**config.mk**
```make
export PLATFORM = sky130hd
export DESIGN_NAME = dbg_mode_ctl
export DESIGN_NICKNAME = d
export VERILOG_FILES = /design/src/rtl/dbg_mode_ctl.sv
export SDC_FILE = /design/constraint.sdc
export NUM_CORES = 1
export LEC_CHECK = 0
export CAP_MARGIN = 40
export CORE_MARGIN = 8
export CORE_UTILIZATION = 38
export CTS_CLUSTER_SIZE = 14
export DETAILED_ROUTE_END_ITERATION = 10
export GPL_TIMING_DRIVEN = 0
export PLACE_DENSITY = 0.94
export SLEW_MARGIN = 30
export SYNTH_ARGS = -nofsm -noshare
export SYNTH_HDL_FRONTEND = slang
export SYNTH_SLANG_ARGS = --single-unit
```
**constraint.sdc**
```tcl
create_clock -name clk -period 3.1 [get_ports clk]
set_input_delay 0.62 -clock clk [delete_from_list [all_inputs] [get_ports clk]]
set_output_delay 0.62 -clock clk [all_outputs]
set_load 0.01 [all_outputs]
```
**src/rtl/dbg_mode_ctl.sv**
```systemverilog
module dbg_mode_ctl #(
  parameter int NCAUSE  = 32,
  parameter int MCK_BIT = 28
) (
  input  logic              clk,
  input  logic              rst_n,
  input  logic              dbg_en,
  input  logic [NCAUSE-1:0] exc_evt,
  input  logic              mc_evt,
  input  logic              msr_me,
  input  logic [NCAUSE-1:0] evt_en,
  input  logic              rfi_stb,
  input  logic              cause_rd,
  input  logic              fetch_req,
  input  logic              ls_req,
  input  logic              bp_raw,
  input  logic              wp_raw,
  output logic              in_debug,
  output logic              freeze,
  output logic              err_pulse,
  output logic [NCAUSE-1:0] cause,
  output logic              vec_take,
  output logic              srr_wr,
  output logic              ee_clr,
  output logic              fetch_port,
  output logic              fetch_mem,
  output logic              ls_mem,
  output logic              bp_out,
  output logic              wp_out
);

  localparam logic [NCAUSE-1:0] MCK_MASK = NCAUSE'(1) << MCK_BIT;

  logic              dbg_q, err_q;
  logic [NCAUSE-1:0] cause_q, cause_nxt, evt_all, kept;
  logic              hit, mc_load, trig, enter_n, pend, reenter, leave;

  assign evt_all = exc_evt | (mc_evt ? MCK_MASK : '0);
  assign hit     = |evt_all;
  assign mc_load = ~dbg_q & mc_evt & msr_me & dbg_en;
  assign kept    = cause_rd ? '0 : cause_q;

  assign cause_nxt = mc_load ? MCK_MASK : (kept | evt_all);

  assign trig    = mc_load ? evt_en[MCK_BIT] : |(evt_all & evt_en);
  assign enter_n = ~dbg_q & hit & dbg_en & trig;
  assign pend    = |(cause_nxt & evt_en);
  assign reenter = dbg_q & rfi_stb & pend;
  assign leave   = dbg_q & rfi_stb & ~pend;

  always_ff @(posedge clk) begin
    if (!rst_n) begin
      dbg_q   <= 1'b0;
      err_q   <= 1'b0;
      cause_q <= '0;
    end else begin
      dbg_q   <= enter_n | (dbg_q & ~leave);
      err_q   <= dbg_q & hit;
      cause_q <= cause_nxt;
    end
  end

  assign in_debug   = dbg_q;
  assign freeze     = dbg_q;
  assign err_pulse  = err_q;
  assign cause      = cause_q;
  assign vec_take   = ~dbg_q & hit & ~enter_n;
  assign srr_wr     = (~dbg_q & hit) | reenter;
  assign ee_clr     = enter_n | reenter;
  assign fetch_port = fetch_req & dbg_q;
  assign fetch_mem  = fetch_req & ~dbg_q;
  assign ls_mem     = ls_req;
  assign bp_out     = bp_raw & ~dbg_q;
  assign wp_out     = wp_raw & ~dbg_q;

endmodule

```
==> metrics.csv, run 1 <==
stage,metric,value,unit
floorplan,num_rows,24,
placement,pre_cts_ws,-0.722,ns
finish,num-fill-cells,299,
drt,drc,0,
finish,layout_commonest_cell,clkdlybuf4s50_1,
global_route,grt_pass1_vias,2433,
yosys,syn_area,1720,µm²
global_route,antenna_found_initial,1,
global_route,grt_pass1_wl,12.9,mm
run,drv_cap,0,
drt,dr.pass1.iters,6,
finish,layout_common_cells,"clkdlybuf4s50_1 (81), nor2_1 (56), dfxtp_1 (34)",
clock_network,clkLatencyLatePin,0.30,ns
power_and_ir_drop,ir_worst_vdd,0.000236,V
drt,post_drt_wl_per_cell,22.4,µm
yosys,ys_ff_latch,34,
yosys,synth_top_area_frac,0.395,
drt,via_per_inst,6.13,
drt,vias,2514,
timing,fin_ws,0.0910,ns
timing,post-route-period-util,0.971,
yosys,syn_inst,227,
clock_network,clkSlewWorstSetupHoldPaths,0.07,ns
placement,gp_congestion,0.903,
placement,port_buffers,116,
finish,areaGrowthSynthToFinish,92.2,%
setup_path,crit_path_max_fanout,3,
timing,worstMarginPinSlew,0.642,ns
floorplan,start_util,0.395,
drt,drt-initial-drc-count,377,
finish,fin_util,0.760,
finish,stdcell_count,410,
timing,hold_viol,0,
setup_path,worst_setup_path_start_kind,input pin,
clock_network,cts_tree,yes,
status,status,completed,
global_route,grt_overflow_total,0,
clock_network,root_buffer,clkbuf_8,
yosys,synthTopCellsByArea,"dfxtp_1 (40%), nor2_1 (12%), nor2b_1 (8.0%), a22oi_1 (6.1%), o21ai_1 (4.1%)",
placement,dp_hpwl,6.16,mm
setup_path,crit_type,in2out,
drt,final_antenna_net_count,0,
power_and_ir_drop,power,1.27,mW
timing,layout_min_cycle_time,3.01,ns
yosys,ys.warnings.count,0,
floorplan,dieHeight,83.3,µm
placement,placedCellCount,395,
floorplan,die_w,83.3,µm
yosys,syn_avg_cell_area,7.58,µm²
yosys,synth_seq_area_share,0.395,
setup_path,arrival,2.39,ns
floorplan,dieArea,6940,µm²
drt,wirelength,9.18,mm
setup_path,crit_path_end_kind,primary output,
clock_network,cts_made_buffers,5,
clock_network,htreeDepth,2,
global_route,grt_max_degree,11,
clock_network,cts_buffer_depth,2,
setup_path,cp.required,2.48,ns
finish,nets,431,
floorplan,io_pins,118,
floorplan,core-area,4350,µm²
timing,relSlewSlack,0.572,
timing,fin_worst_skew,0.00946,ns
timing,setup_viol,0,
power_and_ir_drop,p_leak,1.44,nW
yosys,syn_nets,302,
yosys,yosys.area.top_type,dfxtp_1,
worst_hold_path,hold_path_class,reg2reg,
yosys,synth.distinct_cells,29,
clock_network,cts_sinks,34,
global_route,track_usage,0.229,
power_and_ir_drop,cellPowerDensity,385,nW/µm²
timing,slew_viol_final,0,
finish,drive_gt1_frac,0.154,
timing,max_freq,332,MHz
repair_timing:
action | 4_1_cts | 5_1_grt
buffers inserted | 2 | 3
hold buffers | 0 | 0
gates resized for setup | 46 | 38
pin swaps | 10 | 20
setup endpoints to repair | 3 | 3
cloned | 1 | 0
worst max-delay path: stages:
cell and delay, ns:
clkdlybuf4s50_1 0.45, a22oi_2 0.22, nand4_1 0.18, nor4_2 0.34
a211oi_2 0.17, nor3_2 0.23, buf_2 0.17
stage by stage:
step	hold WS, ns	setup TNS (ns)	area (µm²)
after floorplan	0.552	0	1720
after detailed placement	0.514	-2.01	2950
after global routing	0.589	-0.0149	3310
after CTS	0.531	-0.000474	3160
final	0.556	0	3310
after global placement	0.501	-1.89	2950
power by group:
| group | internal (mW) | switching (mW) | leakage (nW) |
|---|---|---|---|
| Combinational | 0.204 | 0.185 | 1.10 |
| Clock | 0.224 | 0.173 | 0.0575 |
| Sequential | 0.468 | 0.0189 | 0.283 |
| Total | 0.897 | 0.377 | 1.44 |
final timing paths:
kind,to,slack [ns],startpoint,depth (start not counted)
max,vec_take,0.09,evt_en[1],7
min,cause[7],0.56,cause[7],2
max reg2reg,freeze,1.29,cause[31],6
min reg2reg,cause[7],0.56,cause[7],2
flip-flops by register name, summed over array words and instances, names as in the netlist:
name / flops
cause: 32
err_pulse: 1
freeze: 1
per-layer routing:
| metal | part of all wire | GRT usage | routed length, µm | vias up |
|---|---|---|---|---|
| met5 | 0 | 0 | 0 | - |
| met4 | 0.059 | 0.112 | 545 | 0 |
| met3 | 0.12 | 0.0791 | 1120 | 62 |
| met2 | 0.48 | 0.393 | 4370 | 233 |
| met1 | 0.34 | 0.244 | 3140 | 1144 |
| li1 | - | - | - | 1075 |
synthesized netlist by cell type:
| cell | number |
|---|---|
| nor4_1 | 8 |
| inv_1 | 11 |
| or4_1 | 2 |
| nand4b_1 | 1 |
| nand4_1 | 5 |
| a31oi_1 | 1 |
| o21ai_0 | 11 |
| dfxtp_1 | 34 |
| o21ai_2 | 1 |
| and2_1 | 2 |
| a21oi_1 | 11 |
| nor2_1 | 56 |
| nor2b_1 | 22 |
| a22oi_1 | 14 |
| o21ai_1 | 14 |
| buf_6 | 1 |
| o2111ai_1 | 7 |
| buf_4 | 3 |
| o211ai_1 | 1 |
| inv_4 | 1 |
| nand2_1 | 4 |
| clkbuf_1 | 4 |
| and2b_1 | 3 |
| a21oi_2 | 3 |
| a222oi_1 | 1 |
| nor3_1 | 3 |
| o221ai_1 | 1 |
| a211oi_1 | 1 |
| nand3_1 | 1 |
final cells by class:
| class | instances | area (µm²) | area share |
|---|---|---|---|
| buffer | 8 | 56.3 | 0.0170 |
| sequential | 34 | 681 | 0.206 |
| multi-input combinational | 173 | 1100 | 0.334 |
| antenna | 1 | 2.50 | 0.000756 |
| clock buffer | 8 | 110 | 0.0333 |
| tap | 52 | 65.1 | 0.0197 |
| inverter | 12 | 47.5 | 0.0144 |
| timing repair buffer | 122 | 1240 | 0.376 |
cells by family after synthesis:
logic type / count (synthesis) / synth area share
flops: 34 / 0.395
buf+inv: 20 / 0.0560
compound gates: 66 / 0.245
simple gates: 107 / 0.304
(Power assumes the default switching activity.)
==> run 2, diff against run 1 <==
- CORE_UTILIZATION: 38 -> 45
- DONT_BUFFER_PORTS: not set -> 1
- HOLD_SLACK_MARGIN: not set -> 0.1
- PLACE_DENSITY: 0.94 -> 0.68
==> run 2 against run 1 <==
Compared with the run above: critical path depth fell by 2; combinational power fell by 65%; setup slack improved by 0.23 ns; final cell count fell by 31%; via count fell by 30%; worst hold slack got worse by 0.13 ns; first-iteration DRC count fell by 62%; sequential share of layout area rose by 16 points; design area fell by 43%; critical path type unchanged; largest cell class is now multi-input combinational cells; die area fell by 13%; register-to-register slack barely moved; clock skew fell by 0.0069 ns.
==> metrics.csv, run 2 (synthesis gave the netlist of run 1 again) <==
stage,metric,value,unit,change
drt,final_antenna_net_count,0,,unchanged
worst_hold_path,worst_hold_path.endpoint,freeze,,was cause[7]
timing,max_freq,360,MHz,was 332 MHz
setup_path,crit_type,in2out,,unchanged
floorplan,core-area,3660,µm²,was 4350 µm²
floorplan,num_rows,22,,was 24
setup_path,reg2reg_depth,6,,unchanged
clock_network,post_cts_buffers,0,,was 2
drt,drc,0,,unchanged
finish,largest_register_ffs,32,,unchanged
power_and_ir_drop,power.clock.fraction,0.351,,was 0.312
power_and_ir_drop,cellPowerDensity,527,nW/µm²,was 385 nW/µm²
power_and_ir_drop,p_seq_frac,0.512,,was 0.383
floorplan,die_w,77.9,µm,was 83.3 µm
drt,drt-initial-drc-count,142,,was 377
setup_path,worst_setup_path_start_kind,input pin,,unchanged
power_and_ir_drop,ir_worst_vdd,0.000320,V,was 0.000236 V
floorplan,start_util,0.470,,was 0.395
finish,drive_gt1_frac,0.0681,,was 0.154
clock_network,cts_buffer_depth,2,,unchanged
run,drv_cap,0,,unchanged
power_and_ir_drop,p_leak,0.724,nW,was 1.44 nW
finish,design_area,1870,µm²,was 3310 µm²
timing,worstMarginPinSlew,0.557,ns,was 0.642 ns
clock_network,clkLatencyLatePin,0.29,ns,was 0.30 ns
drt,post_drt_wl_per_cell,22.6,µm,was 22.4 µm
clock_network,htreeDepth,2,,unchanged
timing,rsz0062_at_grt,false,,
worst_hold_path,holdPathStages,1,,was 2
global_route,grt_overflow_total,0,,unchanged
worst_hold_path,hold_start,rfi_stb,,was cause[7]
floorplan,dieHeight,77.9,µm,was 83.3 µm
global_route,grt_max_degree,11,,unchanged
status,status,completed,,unchanged
clock_network,ctsHoldBuffers,0,,unchanged
clock_network,cts_sinks,34,,unchanged
setup_path,rrSetupSlack,1.29,ns,about the same
setup_path,crit_path_end_kind,primary output,,unchanged
setup_path,cp.required,2.48,ns,about the same
timing,fin_worst_skew,0.00257,ns,was 0.00946 ns
drt,dr.pass1.iters,4,,was 6
clock_network,clkSlewWorstSetupHoldPaths,0.07,ns,about the same
worst_hold_path,hold_path_class,in2reg,,was reg2reg
power_and_ir_drop,combPwrFrac,0.136,,was 0.305
clock_network,cts_made_buffers,5,,unchanged
clock_network,root_buffer,clkbuf_8,,unchanged
placement,port_buffers,0,,was 116
setup_path,crit_path_max_fanout,4,,was 3
global_route,grt_pass1_wl,9.46,mm,was 12.9 mm
drt,wirelength,6.39,mm,was 9.18 mm
timing,setup_viol,0,,unchanged
timing,setup_tns,0,ns,unchanged
timing,relSlewSlack,0.628,,was 0.572
finish,layout_common_cells,"nor2_1 (56), dfxtp_1 (34), nor2b_1 (22)",,"was clkdlybuf4s50_1 (81), nor2_1 (56), dfxtp_1 (34)"
global_route,antenna_found_initial,0,,was 1
power_and_ir_drop,switching_power,0.282,mW,was 0.377 mW
timing,post-route-period-util,0.896,,was 0.971
finish,areaGrowthSynthToFinish,8.79,%,was 92.2%
timing,layout_min_cycle_time,2.78,ns,was 3.01 ns
floorplan,dieArea,6060,µm²,was 6940 µm²
setup_path,r2r_start,cause[6],,was cause[31]
clock_network,cts_resized,0,,was 46
power_and_ir_drop,internal-power,0.705,mW,was 0.897 mW
timing,slew_viol_final,0,,unchanged
global_route,track_usage,0.203,,was 0.229
finish,diodes,0,,was 1
finish,layout_commonest_cell,nor2_1,,was clkdlybuf4s50_1
power_and_ir_drop,swShare,0.286,,was 0.296
global_route,grt_pass1_vias,1713,,was 2433
timing,hold_viol,0,,unchanged
setup_path,reg2reg_to,freeze,,unchanged
setup_path,arrival,2.16,ns,was 2.39 ns
placement,dp_hpwl,5.26,mm,was 6.16 mm
placement,postPlaceCellArea,1780,µm²,was 2950 µm²
floorplan,io_pins,118,,unchanged
finish,nets,309,,was 431
clock_network,cts_tree,yes,,unchanged
drt,via_per_inst,6.22,,was 6.13
drt,vias,1759,,was 2514
placement,gp_congestion,0.891,,was 0.903
==> run 2: cell count changes in the layout (fill, tap and decap cells not counted), sizes merged <==
cell / change
bufbuf: -1
diode: -1
buf: -7
clkdlybuf4s50: -81
dlygate4sd2: -13
clkinv: +1
clkbuf: -3
dlymetal6s2s: -18
==> run 2: power groups by stage <==
| stage | combinational (mW) | sequential (mW) | clock (mW) |
|---|---|---|---|
| 3_5_place_dp | 0.135 | 0.517 | 0 |
| 3_3_place_gp | 0.133 | 0.516 | 0 |
| 5_1_grt | 0.151 | 0.511 | 0.368 |
| 6_report | 0.135 | 0.506 | 0.347 |
| 4_1_cts | 0.135 | 0.507 | 0.353 |
| 2_1_floorplan | 0.108 | 0.508 | 0 |
==> run 2: worst max path at each step <==
stage,start,slack [ns],cells past startpoint,end
floorplan,cause_rd,0.65,7,ee_clr
finish,exc_evt[24],0.32,5,vec_take
CTS,cause_rd,0.33,7,srr_wr
global placement,cause_rd,0.34,7,srr_wr
detailed placement,cause_rd,0.33,7,srr_wr
global route,exc_evt[24],0.17,5,vec_take
==> run 2: cell type report <==
cell class / instances / area (µm²)
Inverter: 12 / 47.5
Clock buffer: 7 / 86.3
Fill cell: 379 / 1790
Sequential cell: 34 / 681
Multi-Input combinational cell: 173 / 945
Tap cell: 48 / 60.1
Clock inverter: 1 / 5.00
Buffer: 8 / 48.8
==> run 2: routing by layer <==
metal	track usage	wire length (µm)	part of all wire	up-vias
met4	0.0906	143	0.022	0
met2	0.317	2950	0.46	96
met3	0.121	1010	0.16	12
li1	-	-	-	822
met1	0.217	2290	0.36	829
met5	0	0	0	-
==> run 2: critical path, cell delays in order <==
cell,delay (ns)
nor4_1,0.46
nand4_1,0.17
nor3_1,0.42
a211oi_1,0.14
nor3_1,0.34
==> run 2: stage by stage <==
step	setup WS [ns]	hold WS, ns	total power [mW]	util	instances
6_report	0.323	0.424	0.987	0.512	283
5_1_grt	0.170	0.422	1.03	0.512	283
4_1_cts	0.327	0.418	0.995	0.512	283
3_5_place_dp	0.331	0.595	0.652	0.487	275
3_3_place_gp	0.342	0.577	0.649	0.487	275
2_1_floorplan	0.646	0.552	0.615	-	227
